## src/rtl/dec_adjust_pkg.sv

```systemverilog
package dec_adjust_pkg;
  localparam int unsigned ACC_W = 8;
  localparam int unsigned NIB_W = ACC_W / 2;
  localparam int unsigned DIGIT_MAX = 9;

  typedef enum logic {
    OP_UNPACKED = 1'b0,
    OP_PACKED   = 1'b1
  } adj_op_e;

  typedef struct packed {
    logic [ACC_W-1:0] lo;
    logic [ACC_W-1:0] hi;
    logic             af;
    logic             cf;
  } adj_res_t;
endpackage

```

## src/rtl/dec_adjust_unpacked.sv

```systemverilog
module dec_adjust_unpacked
  import dec_adjust_pkg::*;
(
  input  logic [ACC_W-1:0] lo_i,
  input  logic [ACC_W-1:0] hi_i,
  input  logic             af_i,
  output adj_res_t         res_o
);
  localparam logic [ACC_W-1:0] SIX      = ACC_W'(6);
  localparam logic [ACC_W-1:0] LOW_MASK = ACC_W'((1 << NIB_W) - 1);
  localparam logic [ACC_W-1:0] OVF_LIM  = {ACC_W{1'b1}} - SIX;

  logic fix, ovf;

  always_comb begin
    fix = (lo_i[NIB_W-1:0] > NIB_W'(DIGIT_MAX)) || af_i;
    ovf = lo_i > OVF_LIM;  // extra carry into the high byte
    if (fix) begin
      res_o.lo = (lo_i + SIX) & LOW_MASK;
      res_o.hi = hi_i + ACC_W'(1) + ACC_W'(ovf);
      res_o.af = 1'b1;
      res_o.cf = 1'b1;
    end else begin
      res_o.lo = lo_i & LOW_MASK;
      res_o.hi = hi_i;
      res_o.af = 1'b0;
      res_o.cf = 1'b0;
    end
  end

  always_comb begin
    assert (res_o.lo[ACC_W-1:NIB_W] == '0);  // single digit left
  end
endmodule

```

## src/rtl/dec_adjust_packed.sv

```systemverilog
module dec_adjust_packed
  import dec_adjust_pkg::*;
(
  input  logic [ACC_W-1:0] lo_i,
  input  logic [ACC_W-1:0] hi_i,
  input  logic             af_i,
  input  logic             cf_i,
  output adj_res_t         res_o
);
  localparam logic [ACC_W-1:0] LO_STEP  = ACC_W'(6);
  localparam logic [ACC_W-1:0] HI_STEP  = ACC_W'(6 << NIB_W);
  localparam logic [ACC_W-1:0] HI_MASK  = ~ACC_W'((1 << NIB_W) - 1);
  localparam logic [ACC_W-1:0] HI_LIM   = ACC_W'(DIGIT_MAX << NIB_W);

  logic             lo_fix, hi_fix;
  logic [ACC_W-1:0] step;

  always_comb begin
    lo_fix   = (lo_i[NIB_W-1:0] > NIB_W'(DIGIT_MAX)) || af_i;
    // high test on the incoming byte, not on step
    hi_fix   = ((lo_i & HI_MASK) > HI_LIM) || cf_i;
    step     = lo_i + (lo_fix ? LO_STEP : '0);
    res_o.lo = step + (hi_fix ? HI_STEP : '0);
    res_o.hi = hi_i;
    res_o.af = lo_fix;
    res_o.cf = hi_fix;
  end
endmodule

```

## src/rtl/dec_adjust.sv

```systemverilog
module dec_adjust
  import dec_adjust_pkg::*;
(
  input  logic             clk_i,
  input  logic             rst_ni,
  input  logic             valid_i,
  input  logic             op_i,
  input  logic [ACC_W-1:0] lo_i,
  input  logic [ACC_W-1:0] hi_i,
  input  logic             af_i,
  input  logic             cf_i,
  output logic             valid_o,
  output logic [ACC_W-1:0] lo_o,
  output logic [ACC_W-1:0] hi_o,
  output logic             af_o,
  output logic             cf_o
);
  adj_res_t res_unp, res_pak, res_sel, res_q;
  logic     valid_q;

  dec_adjust_unpacked u_unpacked (
    .lo_i (lo_i),
    .hi_i (hi_i),
    .af_i (af_i),
    .res_o(res_unp)
  );

  dec_adjust_packed u_packed (
    .lo_i (lo_i),
    .hi_i (hi_i),
    .af_i (af_i),
    .cf_i (cf_i),
    .res_o(res_pak)
  );

  always_comb res_sel = (adj_op_e'(op_i) == OP_PACKED) ? res_pak : res_unp;

  always_ff @(posedge clk_i or negedge rst_ni) begin
    if (!rst_ni) begin
      valid_q <= 1'b0;
      res_q   <= '0;
    end else begin
      valid_q <= valid_i;
      if (valid_i) res_q <= res_sel;
    end
  end

  assign valid_o = valid_q;
  assign lo_o    = res_q.lo;
  assign hi_o    = res_q.hi;
  assign af_o    = res_q.af;
  assign cf_o    = res_q.cf;

  p_valid_pulse_r8: assert property (@(posedge clk_i) disable iff (!rst_ni)
    valid_i |=> valid_o);
  p_hold_r8: assert property (@(posedge clk_i) disable iff (!rst_ni)
    !valid_i |=> !valid_o && $stable(lo_o) && $stable(hi_o) && $stable(af_o) && $stable(cf_o));
  p_unp_flags_r1: assert property (@(posedge clk_i) disable iff (!rst_ni)
    valid_i && !op_i |=> af_o == cf_o);
  p_unp_fix_r1: assert property (@(posedge clk_i) disable iff (!rst_ni)
    valid_i && !op_i && af_i |=> af_o && cf_o);
  p_pak_hi_r6: assert property (@(posedge clk_i) disable iff (!rst_ni)
    valid_i && op_i |=> hi_o == $past(hi_i));
  p_pak_cf_r5: assert property (@(posedge clk_i) disable iff (!rst_ni)
    valid_i && op_i && cf_i |=> cf_o);
  p_pak_af_r4: assert property (@(posedge clk_i) disable iff (!rst_ni)
    valid_i && op_i && af_i |=> af_o);
endmodule

```

## config.mk

```make
export PLATFORM = sky130hd
export DESIGN_NAME = dec_adjust
export DESIGN_NICKNAME = d
export VERILOG_FILES = /design/src/rtl/dec_adjust_pkg.sv /design/src/rtl/dec_adjust_unpacked.sv /design/src/rtl/dec_adjust_packed.sv /design/src/rtl/dec_adjust.sv
export SDC_FILE = /design/constraint.sdc
export NUM_CORES = 1
export LEC_CHECK = 0
export ABC_AREA = 1
export BUFFER_PORTS_ARGS = -buffer_cell sky130_fd_sc_hd__buf_2
export CORE_MARGIN = 2
export CORE_UTILIZATION = 49
export CTS_CLUSTER_DIAMETER = 50
export CTS_CLUSTER_SIZE = 25
export DETAILED_ROUTE_END_ITERATION = 7
export PLACE_DENSITY = 0.87
export SYNTH_ARGS = -nofsm -noshare
export SYNTH_HDL_FRONTEND = slang
export SYNTH_SLANG_ARGS = --single-unit
```

## constraint.sdc

```tcl
create_clock -name clk_i -period 0.8 [get_ports clk_i]
set_input_delay 0.16 -clock clk_i [delete_from_list [all_inputs] [get_ports clk_i]]
set_output_delay 0.16 -clock clk_i [all_outputs]
set_load 0.03 [all_outputs]
```

==> metrics.txt, run 1 <==
number of buffers added by the clock tree synthesis step=3; leading cell type by number of instances after synthesis=nand2_1; initial core utilization=0.527; main flop type after synthesis=dfrtp_1; clock root buffer=clkbuf_4; gate count after technology mapping=154; commonest cells in the synthesized netlist=nand2_1, inv_1, dfrtp_1; post-detail-place hpwl=2630 um; proportion of netlist area held by the largest area contributor=0.404; clock tree sinks=19; netlist area before placement=1180 um2; H-tree levels=1; Synth async-reset ratio=1.00; syn avg cell area=7.65 um2; number of buffer cells added on primary ports=40; flop and latch count out of synthesis=19; maximum number of pins on one net before global-route repair=20; worst setup endpoint GRT=hi_o[6]$_DFFE_PN0P_/D; status=aborted with a tool error; Die W=53.0 um; Longest Clk Path Bufs=2; number of synthesized flops with an enable pin=0; # IOs=41; most area-consuming cells after synthesis=dfrtp_1, nand2_1, ha_1; die height=53.0 um; row cnt=17; GP Congestion=0.875; Halt Reason=[ERROR DPL-0038] Utilization greater than 100%, impossible to legalize; worst ep type=register input; Cell variety after synth=25; cell taking the most area after synthesis=dfrtp_1; Synth Warn #=0; sequential share of the synthesized area=0.404; Halt Stage=global routing (5_1_grt); synthesized net count=184
[repair_timing]
action	4_1_cts
setup endpoints to repair	35
buffers inserted	12
gates resized for setup	70
pin swaps	28
hold buffers	1
endpoints found under the hold margin	19
gates cloned	0
[kinds of logic after synthesis]
family | after synthesis | synth area share
flip-flops | 19 | 0.404
adder cells (fa/ha/maj) | 8 | 0.0914
buffers and inverters | 23 | 0.0744
AO/OA/AOI/OAI | 28 | 0.131
XOR/XNOR | 3 | 0.0223
AND/OR/NAND/NOR | 73 | 0.277
[stage by stage]
stage / cells / setup WS (ns) / cell area [um2] / util
detailed placement: 244 / -0.985 / 1680 / 0.754
floorplan: 154 / -0.777 / 1280 / -
CTS: 260 / -0.568 / 2050 / 0.916
global placement: 244 / -0.945 / 1680 / 0.754
==> inputs of run 2 (changes only) <==
--- a/config.mk
+++ b/config.mk
@@ -7,12 +7,10 @@
 export LEC_CHECK = 0
 export ABC_AREA = 1
 export BUFFER_PORTS_ARGS = -buffer_cell sky130_fd_sc_hd__buf_2
-export CORE_MARGIN = 2
-export CORE_UTILIZATION = 49
-export CTS_CLUSTER_DIAMETER = 50
-export CTS_CLUSTER_SIZE = 25
+export CORE_AREA = 2 2 63 65
 export DETAILED_ROUTE_END_ITERATION = 7
-export PLACE_DENSITY = 0.87
+export DIE_AREA = 0 0 65 67
+export PLACE_DENSITY_LB_ADDON = 0.15
 export SYNTH_ARGS = -nofsm -noshare
 export SYNTH_HDL_FRONTEND = slang
 export SYNTH_SLANG_ARGS = --single-unit
==> metrics.txt, run 2 <==
status=complete, but fails checks; failing checks=setup timing; max-capacitance violation count=0; final routed DRC violation total=0; GP Congestion=0.842; top library cells by usage in the layout, fill and taps aside=buf_4, nand2_1, buf_6, dfrtp_1, inv_1; H-tree levels=1; proportion of netlist area held by the largest area contributor=0.404; arrival time reported for the critical path endpoint=1.57 ns; startpoint of the most critical hold path=valid_i; slowest stage cell on the critical path=or3_4; number of detailed-route iterations in the first pass=4; Synth Warn #=0; Fin. Hold Viols=0; startpoint kind of the worst setup timing path=input pin; worst hold path type=input pin to register; multi-input combinational cell area=approximately 830 um2; number of antenna violations at the first check in global routing=0; number of buffers added by the clock tree synthesis step=3; Max-Slew Margin vs Limit=0.824; Worst Path Max Fanout=2; # IOs=41; number of buffer cells added on primary ports=40; Max Clock Freq=~700 MHz; most area-consuming cells after synthesis=dfrtp_1, nand2_1, ha_1; clock tree from TritonCTS=done; Least-Margin Pin Slew=0.264 ns; initial core utilization=0.327; origin of the critical flop-to-flop path=cf_o; cell taking the most area after synthesis=dfrtp_1; total grt overflow=0; clock root buffer=clkbuf_8; flop and latch count out of synthesis=19; Die W=65 um; Final ANT Viol Nets=0; Setup Skew=0 ns; Synth async-reset ratio=1.00; number of pins with negative max-slew slack in the final report=0; syn avg cell area=7.65 um2; Overall Power=3.18 mW; global-route wire length before repair=6120 um; biggest cell delay along the critical path=0.39 ns; worst reg2reg path endpoint=cf_o; IR Drop Worst-Case VDD=821 uV; total via count after detailed routing=1383; synthesized net count=184; gate count after technology mapping=154; fillcell total=304; die height=roughly 67 um; sequential share of the synthesized area=0.404; first-iteration detailed-routing DRC count=84; placeable core region=3610 um2; vias in the first global route=1352; clk slew on worst S/H paths=0.07 ns; global routing usage summed across all routing layers=0.182; crit end category=register; Worst path top cell family by delay=simple AND/OR/NAND/NOR gates; RSZ-0062 raised after global routing=true; leakage power=1.15 nW; post-detailed-route wirelength per cell=approximately 12 um; average via count per standard cell=~4.7; die footprint=about 4400 um2; number of cells on the worst reg-to-reg path=3; ratio of cells with drive above 1 in the final layout=0.552; Cell variety after synth=25; commonest cells in the synthesized netlist=nand2_1, inv_1, dfrtp_1; netlist area before placement=~1200 um2; row cnt=22; final routed wirelength across all metal layers=3670 um; hold path depth=1; area added between synthesis and finish=94.6%; Final Setup Violations=34; clock tree sinks=19; fraction of the cycle the final worst path needs=1.77; maximum number of pins on one net before global-route repair=12; Min-Delay Endpoint=valid_o; final worst-path setup slack=-0.616 ns; number of synthesized flops with an enable pin=0; latest clock arrival within the worst-skew pair=0.25 ns; main flop type after synthesis=dfrtp_1; Hold Worst Slack=0.102 ns; Final nets=about 280; worst reg2reg setup slack=-0.07 ns; leading cell type by number of instances after synthesis=nand2_1; Worst EP required=0.95 ns; Longest Clk Path Bufs=2; sequential cell area in the final layout=around 480 um2; most common library cell in the layout ignoring fill and taps=buf_4; min Tclk post-route=approximately 1.4 ns; post-detail-place hpwl=around 2600 um; category of the critical setup timing path=input pin to register; power density relative to cell area=1390 nW/um2; cell-by-cell trace of the critical path=buf_8 -> nand2_4 -> or3_4 -> ha_4 -> inv_4 -> ha_4 -> and3_4 -> nand3_4 -> nor2_4 -> nand3_1 -> nand3_1 -> nand2_1; number of inserted diodes=0; Worst Path Buf+Inv=2
## run 2: worst max path at each step
| stage | from | to | slack (ns) | cells after the start |
|---|---|---|---|---|
| global route | lo_i[4] | hi_o[7] | -0.74 | 12 |
| finish | lo_i[4] | hi_o[6] | -0.62 | 12 |
| global placement | lo_i[4] | hi_o[6] | -0.95 | 12 |
| detailed placement | lo_i[4] | hi_o[6] | -0.98 | 12 |
| floorplan | lo_i[4] | hi_o[6] | -0.78 | 11 |
| CTS | lo_i[7] | hi_o[7] | -0.62 | 12 |
## run 2: repair_timing
| action | CTS | global route |
|---|---|---|
| pin swaps | 34 | 15 |
| hold buffers | 1 | 0 |
| setup endpoints to repair | 35 | 34 |
| gates resized for setup | 73 | 15 |
| setup buffers | 13 | 7 |
| hold endpoints to repair | 11 | 0 |
## run 2: layer usage
layer / up-vias / part of all wire / global-route usage
met1: 655 / 0.45 / 0.233
met2: 34 / 0.51 / 0.313
met5: - / 0 / 0
li1: 692 / - / -
met4: 0 / 0.0052 / 0.0399
met3: 2 / 0.037 / 0.0405
## run 2: where the power goes
part | total (mW) | internal, mW | switching [mW] | leakage [nW]
sequential | 1.14 | 1.07 | 0.0728 | 0.228
clock | 0.679 | 0.354 | 0.325 | 0.0228
combinational | 1.36 | 0.684 | 0.680 | 0.900
total | 3.18 | 2.10 | 1.08 | 1.15
## run 2: area by class of cell
cell class | instances | share of cell area
Tap cell | 48 | 0.0262
Sequential cell | 19 | 0.208
Inverter | 21 | 0.0355
Multi-Input combinational cell | 112 | 0.360
Clock buffer | 4 | 0.0197
Timing Repair Buffer | 92 | 0.350
## run 2: logic make-up (layout without fill, tap and decap cells)
group / Yosys count / in the layout / share of synthesized area
xor gates and xnor gates: 3 / 3 / 0.0223
buffers and inverters: 23 / 117 / 0.0744
and+or+nand+nor: 73 / 73 / 0.277
DFF: 19 / 19 / 0.404
AOI/OAI and AO/OA: 28 / 28 / 0.131
adders and majority gates: 8 / 8 / 0.0914
## run 2: metrics by stage
stage | setup TNS, ns | utilization | setup WS, ns | area (um2) | cells
2_1_floorplan | -7.57 | - | -0.777 | 1280 | 154
3_3_place_gp | -12.02 | 0.492 | -0.949 | 1770 | 271
3_5_place_dp | -12.30 | 0.492 | -0.975 | 1770 | 271
4_1_cts | -9.95 | 0.604 | -0.619 | 2180 | 289
5_1_grt | -11.46 | 0.635 | -0.738 | 2290 | 296
6_report | -9.80 | 0.635 | -0.616 | 2290 | 296
## run 2: worst reg2reg max path, stage by stage (launching register included)
cell and delay [ns]:
dfrtp_2 0.41, buf_4 0.13, a22oi_2 0.13, o21ai_1 0.08
Note: power is estimated with default switching activity, not from simulation.
